[config.mk]
export PLATFORM = sky130hd
export DESIGN_NAME = sysrst_recorder
export DESIGN_NICKNAME = d
export VERILOG_FILES = /design/src/rtl/rstrec_pkg.sv /design/src/rtl/rstrec_oneshot.sv /design/src/rtl/rstrec_causes.sv /design/src/rtl/rstrec_periph.sv /design/src/rtl/sysrst_recorder.sv
export SDC_FILE = /design/constraint.sdc
export NUM_CORES = 1
export LEC_CHECK = 0
export BUFFER_PORTS_ARGS = -buffer_cell sky130_fd_sc_hd__buf_2
export CORE_ASPECT_RATIO = 1.4
export CORE_UTILIZATION = 44
export DETAILED_ROUTE_END_ITERATION = 7
export MAX_ROUTING_LAYER = met4
export PLACE_DENSITY = 0.88
export SLEW_MARGIN = 40
export SYNTH_ARGS = -nofsm -noshare
export SYNTH_HDL_FRONTEND = slang
export SYNTH_SLANG_ARGS = --single-unit
[constraint.sdc]
create_clock -name clk -period 2.1 [get_ports clk]
set_input_delay 0.42 -clock clk [delete_from_list [all_inputs] [get_ports clk]]
set_output_delay 0.42 -clock clk [all_outputs]
set_load 0.02 [all_outputs]
[src/rtl/rstrec_pkg.sv]
package rstrec_pkg;

    localparam int DATA_W   = 32;
    localparam int CAUSE_W  = 8;
    localparam int PERIPH_N = 9;

    localparam logic [1:0] SEL_CTRL   = 2'd0;
    localparam logic [1:0] SEL_CAUSE  = 2'd1;
    localparam logic [1:0] SEL_PERIPH = 2'd2;

    localparam int CAUSE_POR    = 0;
    localparam int CAUSE_PIN    = 1;
    localparam int CAUSE_WDT    = 2;
    localparam int CAUSE_BOD    = 4;
    localparam int CAUSE_SYSREQ = 5;
    localparam int CAUSE_CPU    = 7;

    localparam logic [CAUSE_W-1:0] CAUSE_MASK =
        CAUSE_W'((1 << CAUSE_POR) | (1 << CAUSE_PIN) | (1 << CAUSE_WDT) |
                 (1 << CAUSE_BOD) | (1 << CAUSE_SYSREQ) | (1 << CAUSE_CPU));

    localparam logic [CAUSE_W-1:0] CAUSE_RESET = CAUSE_W'(1 << CAUSE_POR);

    // Register bit of each peripheral reset line, line 0 first.
    localparam int PERIPH_POS [PERIPH_N] = '{1, 2, 3, 8, 12, 16, 20, 22, 28};

endpackage

[src/rtl/rstrec_oneshot.sv]
module rstrec_oneshot #(
    parameter int PULSE_LEN = 2
) (
    input  logic clk,
    input  logic rst_n,
    input  logic fire,
    output logic accept,
    output logic active
);
    localparam int CW = $clog2(PULSE_LEN + 1);
    localparam int LW = $clog2(PULSE_LEN + 2);

    typedef struct packed {
        logic          on;
        logic [CW-1:0] left;
    } shot_t;

    shot_t shot_d, shot_q;

    always_comb begin
        shot_d = shot_q;
        accept = fire && !shot_q.on;
        if (accept) begin
            shot_d.on   = 1'b1;
            shot_d.left = CW'(PULSE_LEN - 1);
        end else if (shot_q.on) begin
            if (shot_q.left == '0) begin
                shot_d.on = 1'b0;
            end else begin
                shot_d.left = shot_q.left - 1'b1;
            end
        end
    end

    always_ff @(posedge clk or negedge rst_n) begin
        if (!rst_n) begin
            shot_q <= '0;
        end else begin
            shot_q <= shot_d;
        end
    end

    assign active = shot_q.on;

    // Length counter used only by the check below.
    logic [LW-1:0] len_d, len_q;
    always_comb len_d = shot_q.on ? len_q + 1'b1 : '0;
    always_ff @(posedge clk or negedge rst_n) begin
        if (!rst_n) len_q <= '0;
        else        len_q <= len_d;
    end

    // every pulse lasts exactly PULSE_LEN cycles
    a_r1_pulse_len: assert property (@(posedge clk) disable iff (!rst_n)
        $fell(shot_q.on) |-> (len_q == LW'(PULSE_LEN)));

endmodule

[src/rtl/rstrec_causes.sv]
module rstrec_causes
    import rstrec_pkg::*;
(
    input  logic               clk,
    input  logic               rst_n,
    input  logic [CAUSE_W-1:0] set_vec,
    input  logic [CAUSE_W-1:0] clr_vec,
    output logic [CAUSE_W-1:0] flags_o
);
    typedef struct packed {
        logic [CAUSE_W-1:0] flags;
    } cause_t;

    cause_t cause_d, cause_q;

    always_comb begin
        cause_d       = cause_q;
        cause_d.flags = ((cause_q.flags & ~clr_vec) | set_vec) & CAUSE_MASK;
    end

    always_ff @(posedge clk or negedge rst_n) begin
        if (!rst_n) begin
            cause_q.flags <= CAUSE_RESET;
        end else begin
            cause_q <= cause_d;
        end
    end

    assign flags_o = cause_q.flags;

    // a set in the same cycle as a clear still leaves the flag set
    a_r6_set_wins: assert property (@(posedge clk) disable iff (!rst_n)
        (set_vec != '0) |=> ((cause_q.flags & $past(set_vec)) == $past(set_vec)));

    // with no clear and no event the flags hold
    a_r6_quiet_hold: assert property (@(posedge clk) disable iff (!rst_n)
        (set_vec == '0 && clr_vec == '0) |=> $stable(cause_q.flags));

endmodule

[src/rtl/rstrec_periph.sv]
module rstrec_periph
    import rstrec_pkg::*;
(
    input  logic                clk,
    input  logic                rst_n,
    input  logic                clear,
    input  logic                we,
    input  logic [DATA_W-1:0]   wdata,
    output logic [DATA_W-1:0]   rdata,
    output logic [PERIPH_N-1:0] lines_o
);
    typedef struct packed {
        logic [PERIPH_N-1:0] bits;
    } preg_t;

    preg_t preg_d, preg_q;
    logic [PERIPH_N-1:0] wr_bits;
    wire unused_wdata = ^wdata;

    for (genvar i = 0; i < PERIPH_N; i++) begin : g_field
        assign wr_bits[i] = wdata[PERIPH_POS[i]];
        assign lines_o[i] = preg_q.bits[i] | clear;
    end

    always_comb begin
        rdata = '0;
        for (int i = 0; i < PERIPH_N; i++) begin
            rdata[PERIPH_POS[i]] = preg_q.bits[i];
        end
    end

    always_comb begin
        preg_d = preg_q;
        if (clear) begin
            preg_d.bits = '0;
        end else if (we) begin
            preg_d.bits = wr_bits;
        end
    end

    always_ff @(posedge clk or negedge rst_n) begin
        if (!rst_n) begin
            preg_q <= '0;
        end else begin
            preg_q <= preg_d;
        end
    end

    // the chip pulse empties the peripheral register
    a_r4_chip_clears: assert property (@(posedge clk) disable iff (!rst_n)
        clear |=> (preg_q.bits == '0));

    // bits are not self-clearing
    a_r8_hold: assert property (@(posedge clk) disable iff (!rst_n)
        (!clear && !we) |=> $stable(preg_q.bits));

endmodule

[src/rtl/sysrst_recorder.sv]
module sysrst_recorder
    import rstrec_pkg::*;
#(
    parameter int PULSE_LEN = 2
) (
    input  logic                clk,
    input  logic                por_n,
    input  logic                unlock,
    input  logic                wr_en,
    input  logic [1:0]          wr_sel,
    input  logic [DATA_W-1:0]   wr_data,
    input  logic [1:0]          rd_sel,
    output logic [DATA_W-1:0]   rd_data,
    input  logic                ev_pin,
    input  logic                ev_wdt,
    input  logic                ev_bod,
    input  logic                ev_sysreq,
    output logic                chip_rst_o,
    output logic                cpu_rst_o,
    output logic [PERIPH_N-1:0] periph_rst_o
);
    typedef struct packed {
        logic               ctrl_wr;
        logic               cause_wr;
        logic               periph_wr;
        logic               chip_fire;
        logic               cpu_fire;
        logic [CAUSE_W-1:0] set_vec;
        logic [CAUSE_W-1:0] clr_vec;
    } dec_t;

    dec_t dec;

    logic chip_accept, chip_on;
    logic cpu_accept,  cpu_on;
    logic [CAUSE_W-1:0] flags;
    logic [DATA_W-1:0]  periph_rdata;

    always_comb begin
        dec           = '0;
        dec.ctrl_wr   = wr_en && (wr_sel == SEL_CTRL) && unlock;
        dec.cause_wr  = wr_en && (wr_sel == SEL_CAUSE);
        dec.periph_wr = wr_en && (wr_sel == SEL_PERIPH);
        dec.chip_fire = dec.ctrl_wr && wr_data[0];
        dec.cpu_fire  = dec.ctrl_wr && wr_data[1];
        dec.clr_vec   = dec.cause_wr ? wr_data[CAUSE_W-1:0] : '0;
        dec.set_vec[CAUSE_POR]    = chip_accept;
        dec.set_vec[CAUSE_PIN]    = ev_pin;
        dec.set_vec[CAUSE_WDT]    = ev_wdt;
        dec.set_vec[CAUSE_BOD]    = ev_bod;
        dec.set_vec[CAUSE_SYSREQ] = ev_sysreq;
        dec.set_vec[CAUSE_CPU]    = cpu_accept;
    end

    rstrec_oneshot #(.PULSE_LEN(PULSE_LEN)) u_chip_shot (
        .clk    (clk),
        .rst_n  (por_n),
        .fire   (dec.chip_fire),
        .accept (chip_accept),
        .active (chip_on)
    );

    rstrec_oneshot #(.PULSE_LEN(PULSE_LEN)) u_cpu_shot (
        .clk    (clk),
        .rst_n  (por_n),
        .fire   (dec.cpu_fire),
        .accept (cpu_accept),
        .active (cpu_on)
    );

    rstrec_causes u_causes (
        .clk     (clk),
        .rst_n   (por_n),
        .set_vec (dec.set_vec),
        .clr_vec (dec.clr_vec),
        .flags_o (flags)
    );

    rstrec_periph u_periph (
        .clk     (clk),
        .rst_n   (por_n),
        .clear   (chip_on),
        .we      (dec.periph_wr),
        .wdata   (wr_data),
        .rdata   (periph_rdata),
        .lines_o (periph_rst_o)
    );

    always_comb begin
        rd_data = '0;
        case (rd_sel)
            SEL_CTRL:   rd_data[1:0]         = {cpu_on, chip_on};
            SEL_CAUSE:  rd_data[CAUSE_W-1:0] = flags;
            SEL_PERIPH: rd_data              = periph_rdata;
            default:    rd_data              = '0;
        endcase
    end

    assign chip_rst_o = chip_on;
    assign cpu_rst_o  = chip_on | cpu_on;

    // a locked control write never starts the chip pulse
    a_r3_locked_ignored: assert property (@(posedge clk) disable iff (!por_n)
        (wr_en && wr_sel == SEL_CTRL && !unlock && !chip_rst_o) |=> !chip_rst_o);

    // the chip pulse is recorded as a power-on cause
    a_r4_chip_flag: assert property (@(posedge clk) disable iff (!por_n)
        $rose(chip_rst_o) |-> flags[CAUSE_POR]);

    // unimplemented cause bits stay low
    a_r5_unused_low: assert property (@(posedge clk) disable iff (!por_n)
        (flags & ~CAUSE_MASK) == '0);

endmodule

; ---- Yosys cells after proc, flatten, opt, wreduce, memory -nomap -nowiden
; Index checks and enable logic that the tools add are counted.
[totals]
word_cells = 60
output_inout_bits = 43
ff_bits = 21
in_bits = 44
[classes]
eq_ne = 6
n_addsub = 2
bitwise = 13
n_reduce_logical = 19
muxes = 14
[op_table]
columns = operator, count
row1 = 21-bit two-way mux, 1
row2 = 9-bit two-way mux, 2
row3 = 3-bit two-way mux, 4
row4 = 6-bit case mux with 2 select lines, 1
row5 = 1-bit OR, 10
row6 = 8-bit AND, 1
row7 = 1-bit logical AND, 8
row8 = 2-bit logical NOT, 4
row9 = 8-bit two-way mux, 1
row10 = 8-bit inverter, 1
row11 = 8-bit OR, 1
row12 = 2-bit case mux with 3 select lines, 1
row13 = 2-bit nonzero test, 3
row14 = "2-bit by 1-bit == test with 1-bit output, second input constant", 2
row15 = "2-bit == test, second input constant", 2
row16 = 2-bit two-way mux, 2
row17 = "2-bit inequality test, second input constant", 2
row18 = 2-bit AND reduction, 2
row19 = "2-bit by 1-bit subtractor with 2-bit output, second input constant", 2
row20 = 1-bit logical NOT, 2
row21 = 1-bit two-way mux, 2

; ---- Depth between registers and ports, before layout
; Gate-level depths: netlist of run 1.
[depth]
ltp_word = 7
mapped_depth = 5
depth_no_buf = 5

; ---- Hierarchy
; A second synthesis of run 1 with hierarchy kept.
[hier_totals]
hier_cells = 178
hier_area_um2 = 1599.0
[modules_own_cells]
columns = module, instances, seq_area_each_um2, cells_per_inst, area_per_inst_um2
row1 = rstrec_periph, 1, 225.2, 62, 604.3
row2 = sysrst_recorder, 1, 0.0, 65, 446.7
row3 = rstrec_oneshot, 2, 75.1, 15, 155.1
row4 = rstrec_causes, 1, 151.4, 21, 237.7

; ---- Worst setup path before layout of run 1
; No wires, ideal clock.
[synth_timing]
path_type = input to output
from = input rd_sel[0]
to = output rd_data[1]
path_stages = 4
arrival_time_ns = 1.184
required_ns = 1.680
setup_slack_ns = 0.496
path_buffers = 0
path_cell_list = inv_1 > ha_1 > a222oi_1 > nor2_1
[synth_via]
elab_chain_cells = 2
elab_cells_between_ends = 4
classes_between = 2 x eq/ne / 1 x mux / 1 x reduce/logical
[synth_rtl]
columns = item, line
row1 = start: declaration, sysrst_recorder.sv:12  ; input logic [1:0] rd_sel,
row2 = 2-bit == test (tied with other cells), sysrst_recorder.sv:91  ; case (rd_sel)
row3 = 2-bit case mux with 3 select lines (*), sysrst_recorder.sv:91
row4 = end: declaration, sysrst_recorder.sv:13  ; output logic [DATA_W-1:0] rd_data,
; Mark *: on every way between the ends. The rest lies on a longest branch, timed or not.

; ---- Worst setup path after layout of run 1
[layout_timing]
from = register u_chip_shot.shot_q (netlist bit u_chip_shot.active)
to = output periph_rst_o[6]
[layout_via]
elab_chain_cells = 1
[layout_rtl]
columns = item, line
row1 = start: declaration, rstrec_oneshot.sv:18  ; shot_t shot_d, shot_q;
row2 = start signal: assignment, rstrec_oneshot.sv:39  ; shot_q <= shot_d;
row3 = 1-bit OR, rstrec_periph.sv:22  ; assign lines_o[i] = preg_q.bits[i] | clear;
row4 = end: declaration, sysrst_recorder.sv:20  ; output logic [PERIPH_N-1:0] periph_rst_o
; Every way passes these cells.

==> impl_metrics.yaml, run 1 <==
synth:
  ys_warn_count: 0
  synth_top_area_share_pct: 38.8
  synth_cell_type_count: 26
  synth_seq_area_share_pct: 40.8
  yosys.area.top_type: "dfrtp_1"
  syn_avg_cell_area_sq_um: 9.02
  async_flop_share_pct: 100
  synth-seq-cells: 21
  yosys-top-cells-area: "dfrtp_1 (39%), buf_4 (12%), nand2_1 (8.7%)"
  syn_inst: 143
  syn-cell-area_sq_mm: 0.00129
  synth-edff-count: 0
  synth-main-ff-cell: "dfrtp_1"
floorplanning:
  io_pins: 87
  dieArea_sq_mm: 0.00316
  coreArea_sq_mm: 0.00270
  dieHeight_um: 66.1
  start_util_pct: 47.8
  die_w_um: 47.8
  fp-row-count: 22
detailed_routing:
  wl_per_cell_um: 10.3
  firstDrtPassIters: 4
  drt_iter0_drc: 30
  via_per_inst: 4.64
  detail-route-antenna-nets: 0
  drt-total-wl_um: 2360
  vias: 1063
  drcViolationCount: 0
clock_tree:
  numClockSinks: 21
  clk_pin_slew_ns: 0.11
  cts_root_buf: "clkbuf_4"
  cts_tree: "yes"
  hold_buffers: 0
  numCtsBuffers: 3
  htreeDepth: 1
  cts_resized: 0
  cts_buffer_depth: 2
  clk_latency_ns: 0.29
  postCtsSetupBuffers: 0
power_and_ir_drop:
  max-vdd-ir-drop_v: 0.000534
  power.leakage_nw: 0.862
  p_per_area_mw_per_mm2: 872
sta:
  finalHoldViolations: 0
  tns_ns: 0
  rsz0062_at_grt: "no"
  timing.final.crit_period_ns: 1.84
  setup_ws_ns: 0.256
  finalCritPeriodShare_pct: 87.8
  finClkSkew_ns: 0.00112
  setup-violations-final: 0
  drv_slew: 0
  fmax_ghz: 0.542
critical_path:
  cp.buffers_inverters: 2
  critPathSlowestCell: "dfrtp_1"
  cpPeakStageDelay_ns: 0.48
  startpoint_type: "flip-flop"
  reg2reg_slack_ns: 0.94
  crit_path_end_kind: "output port"
  r2r_start: "u_chip_shot.active$_DFF_PN0_"
  crit_family: "flip-flops"
  rr_endpoint: "u_chip_shot.shot_q[0]$_DFFE_PN0P_"
  cp_cell_sequence: "buf_4, or2_2, buf_2"
  startpoint: "u_chip_shot.active$_DFF_PN0_"
  criticalPathCategory: "reg2out"
  cp.depth: 3
  endpoint: "periph_rst_o[6]"
  rr_worst_depth: 4
  critPathArrivalTime_ns: 1.42
  critPathMaxFanout: 10
  worstPathRequired_ns: 1.68
flow_run:
  drv_cap: 0
min_path:
  hp-class: "in2async"
run_status:
  status: "complete, no violations"
placed_design:
  pre_cts_ws_ns: 0.276
  port_buffers: 48
  place.gp.congestion: 0.700
  place_hpwl_um: 1900
cells_and_area:
  n_antenna_cell: 0
  final_cell_mix: "buf_2 (48), nand2_1 (30), dfrtp_1 (20), conb_1 (19), or2_2 (10)"
  finalNetCount: 244
  layout_commonest_cell: "buf_2"
  drive_above_1_share_pct: 35.2
  syn_to_final_growth_pct: 18.4
global_route:
  grt_max_degree: 22
  grtUsageMet2_pct: 28.9
  met3_usage_pct: 2.46
  grt_pass1_wl_um: 3720
  grtUsageTotal_pct: 17.0
  busiest_layer: "met2"
  antenna_found_initial: 0
  grtUsageMet1_pct: 19.8
  grt_pass1_vias: 856
  overflow: 0
## registers in the layout, summed over array words and instances, names as in the netlist
name and cells:
u_periph.preg_q 9, u_cpu_shot.active 1, u_chip_shot.active 1, u_causes.flags_o 6, u_cpu_shot.shot_q 2, u_chip_shot.shot_q 2
## cell families after synthesis
family                   Yosys count  share of synthesized area, %
AND/OR/NAND/NOR                   64                          27.4
buffers and inverters             29                          14.5
AO/OA/AOI/OAI                     20                          9.89
flip-flops                        21                          40.8
other                              1                         0.291
XOR/XNOR                           2                          1.36
adder cells (fa/ha/maj)            6                          5.82
## Yosys cell counts, drive strengths merged, types with 3 or more instances
library cell / count
nand2: 30
a21oi: 9
buf: 22
ha: 6
nand3b: 3
dfrtp: 20
a21o: 6
or2: 10
inv: 6
and2: 9
## worst min path at each step
| stage | endpoint | cells past startpoint |
|---|---|---|
| floorplan | u_causes.flags_o[1]$_DFF_PN0_ | 0 |
| global placement | u_cpu_shot.shot_q[1]$_DFFE_PN0P_ | 1 |
| detailed placement | u_causes.flags_o[7]$_DFF_PN0_ | 1 |
| CTS | u_causes.flags_o[7]$_DFF_PN0_ | 1 |
| global route | u_cpu_shot.shot_q[1]$_DFFE_PN0P_ | 1 |
| finish | u_causes.flags_o[7]$_DFF_PN0_ | 1 |
## worst register-to-register path: cells and delay by family, from the launching register on
kind | cells | cell delay (ns)
xor+xnor | 1 | 0.15
buf+inv | 1 | 0.22
flops | 1 | 0.49
simple gates | 2 | 0.20
## through the flow
stage / power (W) / util [%] / hold WS, ns / std cells / cell area, sq um
CTS: 0.00135 / 56.6 / 0.0659 / 229 / 1530
floorplan: 0.00102 / - / 0.124 / 161 / 1360
global placement: 0.00114 / 55.7 / 0.405 / 225 / 1500
finish: 0.00133 / 56.6 / 0.0614 / 229 / 1530
global route: 0.00146 / 56.6 / 0.0751 / 229 / 1530
detailed placement: 0.00117 / 55.7 / 0.399 / 225 / 1500
## power by group
group | internal, W | switching [W]
clock network | 0.0000738 | 0.000111
registers | 0.000509 | 0.0000599
logic | 0.000247 | 0.000332
total | 0.000829 | 0.000503
## metal layers
metal / share of wire [%] / up-vias
met5: 0 / -
met4: 0.64 / 0
met3: 5.5 / 2
met2: 52 / 44
met1: 42 / 492
li1: - / 525
## cell type report
| type | count | area, sq um |
|---|---|---|
| fill | 276 | 1170 |
| clock buffer | 4 | 26.3 |
| sequential | 21 | 527 |
| timing repair buffer | 51 | 263 |
| tap | 36 | 45.0 |
| inverter | 6 | 22.5 |
| multi-input combinational | 111 | 644 |
No activity file was read; power rests on OpenSTA's default activity.
==> run 2, diff against run 1 <==
--- a/config.mk
+++ b/config.mk
@@ -9,6 +9,7 @@
 export CORE_ASPECT_RATIO = 1.4
 export CORE_UTILIZATION = 44
 export DETAILED_ROUTE_END_ITERATION = 7
+export HOLD_SLACK_MARGIN = 0.08
 export MAX_ROUTING_LAYER = met4
 export PLACE_DENSITY = 0.88
 export SLEW_MARGIN = 40
==> impl_metrics.yaml, run 2 (same netlist as run 1, synthesis figures left out) <==
detailed_routing:
  drcViolationCount: 0
  detail-route-antenna-nets: 0
  vias: 1067
  drt-total-wl_um: 2360
  drt_iter0_drc: 35
  firstDrtPassIters: 4
  wl_per_cell_um: 10.3
  via_per_inst: 4.64
global_route:
  antenna_found_initial: 0
  grtUsageTotal_pct: 17.0
  grt_pass1_vias: 862
  grt_max_degree: 22
  overflow: 0
  grt_pass1_wl_um: 3730
power_and_ir_drop:
  p_per_area_mw_per_mm2: 868
  p_total_w: 0.00133
  power.leakage_nw: 0.866
  max-vdd-ir-drop_v: 0.000534
critical_path:
  startpoint_type: "flip-flop"
  critPathMaxFanout: 10
  rr_endpoint: "u_chip_shot.shot_q[0]$_DFFE_PN0P_"
  reg2reg_slack_ns: 0.94
  crit_path_end_kind: "output port"
  critPathArrivalTime_ns: 1.42
  startpoint: "u_chip_shot.active$_DFF_PN0_"
  criticalPathCategory: "reg2out"
  endpoint: "periph_rst_o[6]"
  rr_worst_depth: 4
  worstPathRequired_ns: 1.68
  r2r_start: "u_chip_shot.active$_DFF_PN0_"
cells_and_area:
  n_antenna_cell: 0
  final_util_pct: 57.0
  layout_commonest_cell: "buf_2"
  largest_reg_flops: 9
  largest-register: "u_periph.preg_q"
  final_cell_mix: "buf_2 (48), nand2_1 (30), dfrtp_1 (20), conb_1 (19), or2_2 (10)"
  syn_to_final_growth_pct: 19.2
  finalNetCount: 245
  drive_above_1_share_pct: 35.1
clock_tree:
  cts_root_buf: "clkbuf_4"
  numClockSinks: 21
  postCtsSetupBuffers: 0
  htreeDepth: 1
  hold_buffers: 1
  clk_pin_slew_ns: 0.11
  clk_latency_ns: 0.29
  cts_tree: "yes"
  cts_resized: 0
  numCtsBuffers: 3
  cts_buffer_depth: 2
sta:
  timing.final.crit_period_ns: 1.84
  finalHoldViolations: 0
  finalCritPeriodShare_pct: 87.8
  finClkSkew_ns: 0.00112
  tns_ns: 0
  drv_slew: 0
  rsz0062_at_grt: "no"
  fmax_ghz: 0.542
  setup-violations-final: 0
  setup_ws_ns: 0.256
floorplanning:
  dieArea_sq_mm: 0.00316
  dieHeight_um: 66.1
  die_w_um: 47.8
  start_util_pct: 47.8
  fp-row-count: 22
  io_pins: 87
  coreArea_sq_mm: 0.00270
placed_design:
  port_buffers: 48
  place.gp.congestion: 0.700
  pre_cts_ws_ns: 0.276
  place_hpwl_um: 1900
run_status:
  status: "complete, no violations"
min_path:
  hp-class: "in2reg"
  hold_path.startpoint: "ev_pin"
flow_run:
  drv_cap: 0
[run 2: cell types whose count changed in the layout (fill, tap and decap cells not counted), sizes merged]
cell / delta
dlygate4sd3: +1
[run 2: routing by layer]
metal | global-route usage [%] | routed length, um
met1 | 19.8 | 999
met2 | 29.1 | 1220
met3 | 2.46 | 127
met4 | 5.21 | 15
met5 | - | 0
[run 2: worst min path at each step]
stage / depth (start not counted) / slack, ns / to
5_1_grt: 2 / 0.26 / u_causes.flags_o[1]$_DFF_PN0_
3_5_place_dp: 1 / 0.40 / u_causes.flags_o[7]$_DFF_PN0_
3_3_place_gp: 1 / 0.41 / u_cpu_shot.shot_q[1]$_DFFE_PN0P_
4_1_cts: 2 / 0.28 / u_causes.flags_o[1]$_DFF_PN0_
2_1_floorplan: 0 / 0.12 / u_causes.flags_o[1]$_DFF_PN0_
6_report: 2 / 0.29 / u_causes.flags_o[1]$_DFF_PN0_
[run 2: critical path, cell delays in order (launching register included)]
cell     delay [ns]
dfrtp_1        0.48
buf_4          0.21
or2_2          0.29
buf_2          0.16
[run 2: power by group]
part	switching [W]	internal [W]	leakage, nW
clock network	0.000111	0.0000738	0.0150
registers	0.0000599	0.000509	0.252
logic	0.000332	0.000248	0.599
total	0.000503	0.000831	0.866
[run 2: cell type report]
class                   count  area [sq um]
clock buffers               4          26.3
fillers                   276          1160
inverters                   6          22.5
multi-input cells         111           644
flip-flops and latches     21           527
well taps                  36          45.0
repair buffers             52           273
[run 2: metrics by stage]
stage / area, sq um / cells / hold slack (ns)
floorplan: 1360 / 161 / 0.124
global placement: 1500 / 225 / 0.405
detailed placement: 1500 / 225 / 0.399
CTS: 1540 / 230 / 0.282
global route: 1540 / 230 / 0.265
finish: 1540 / 230 / 0.295
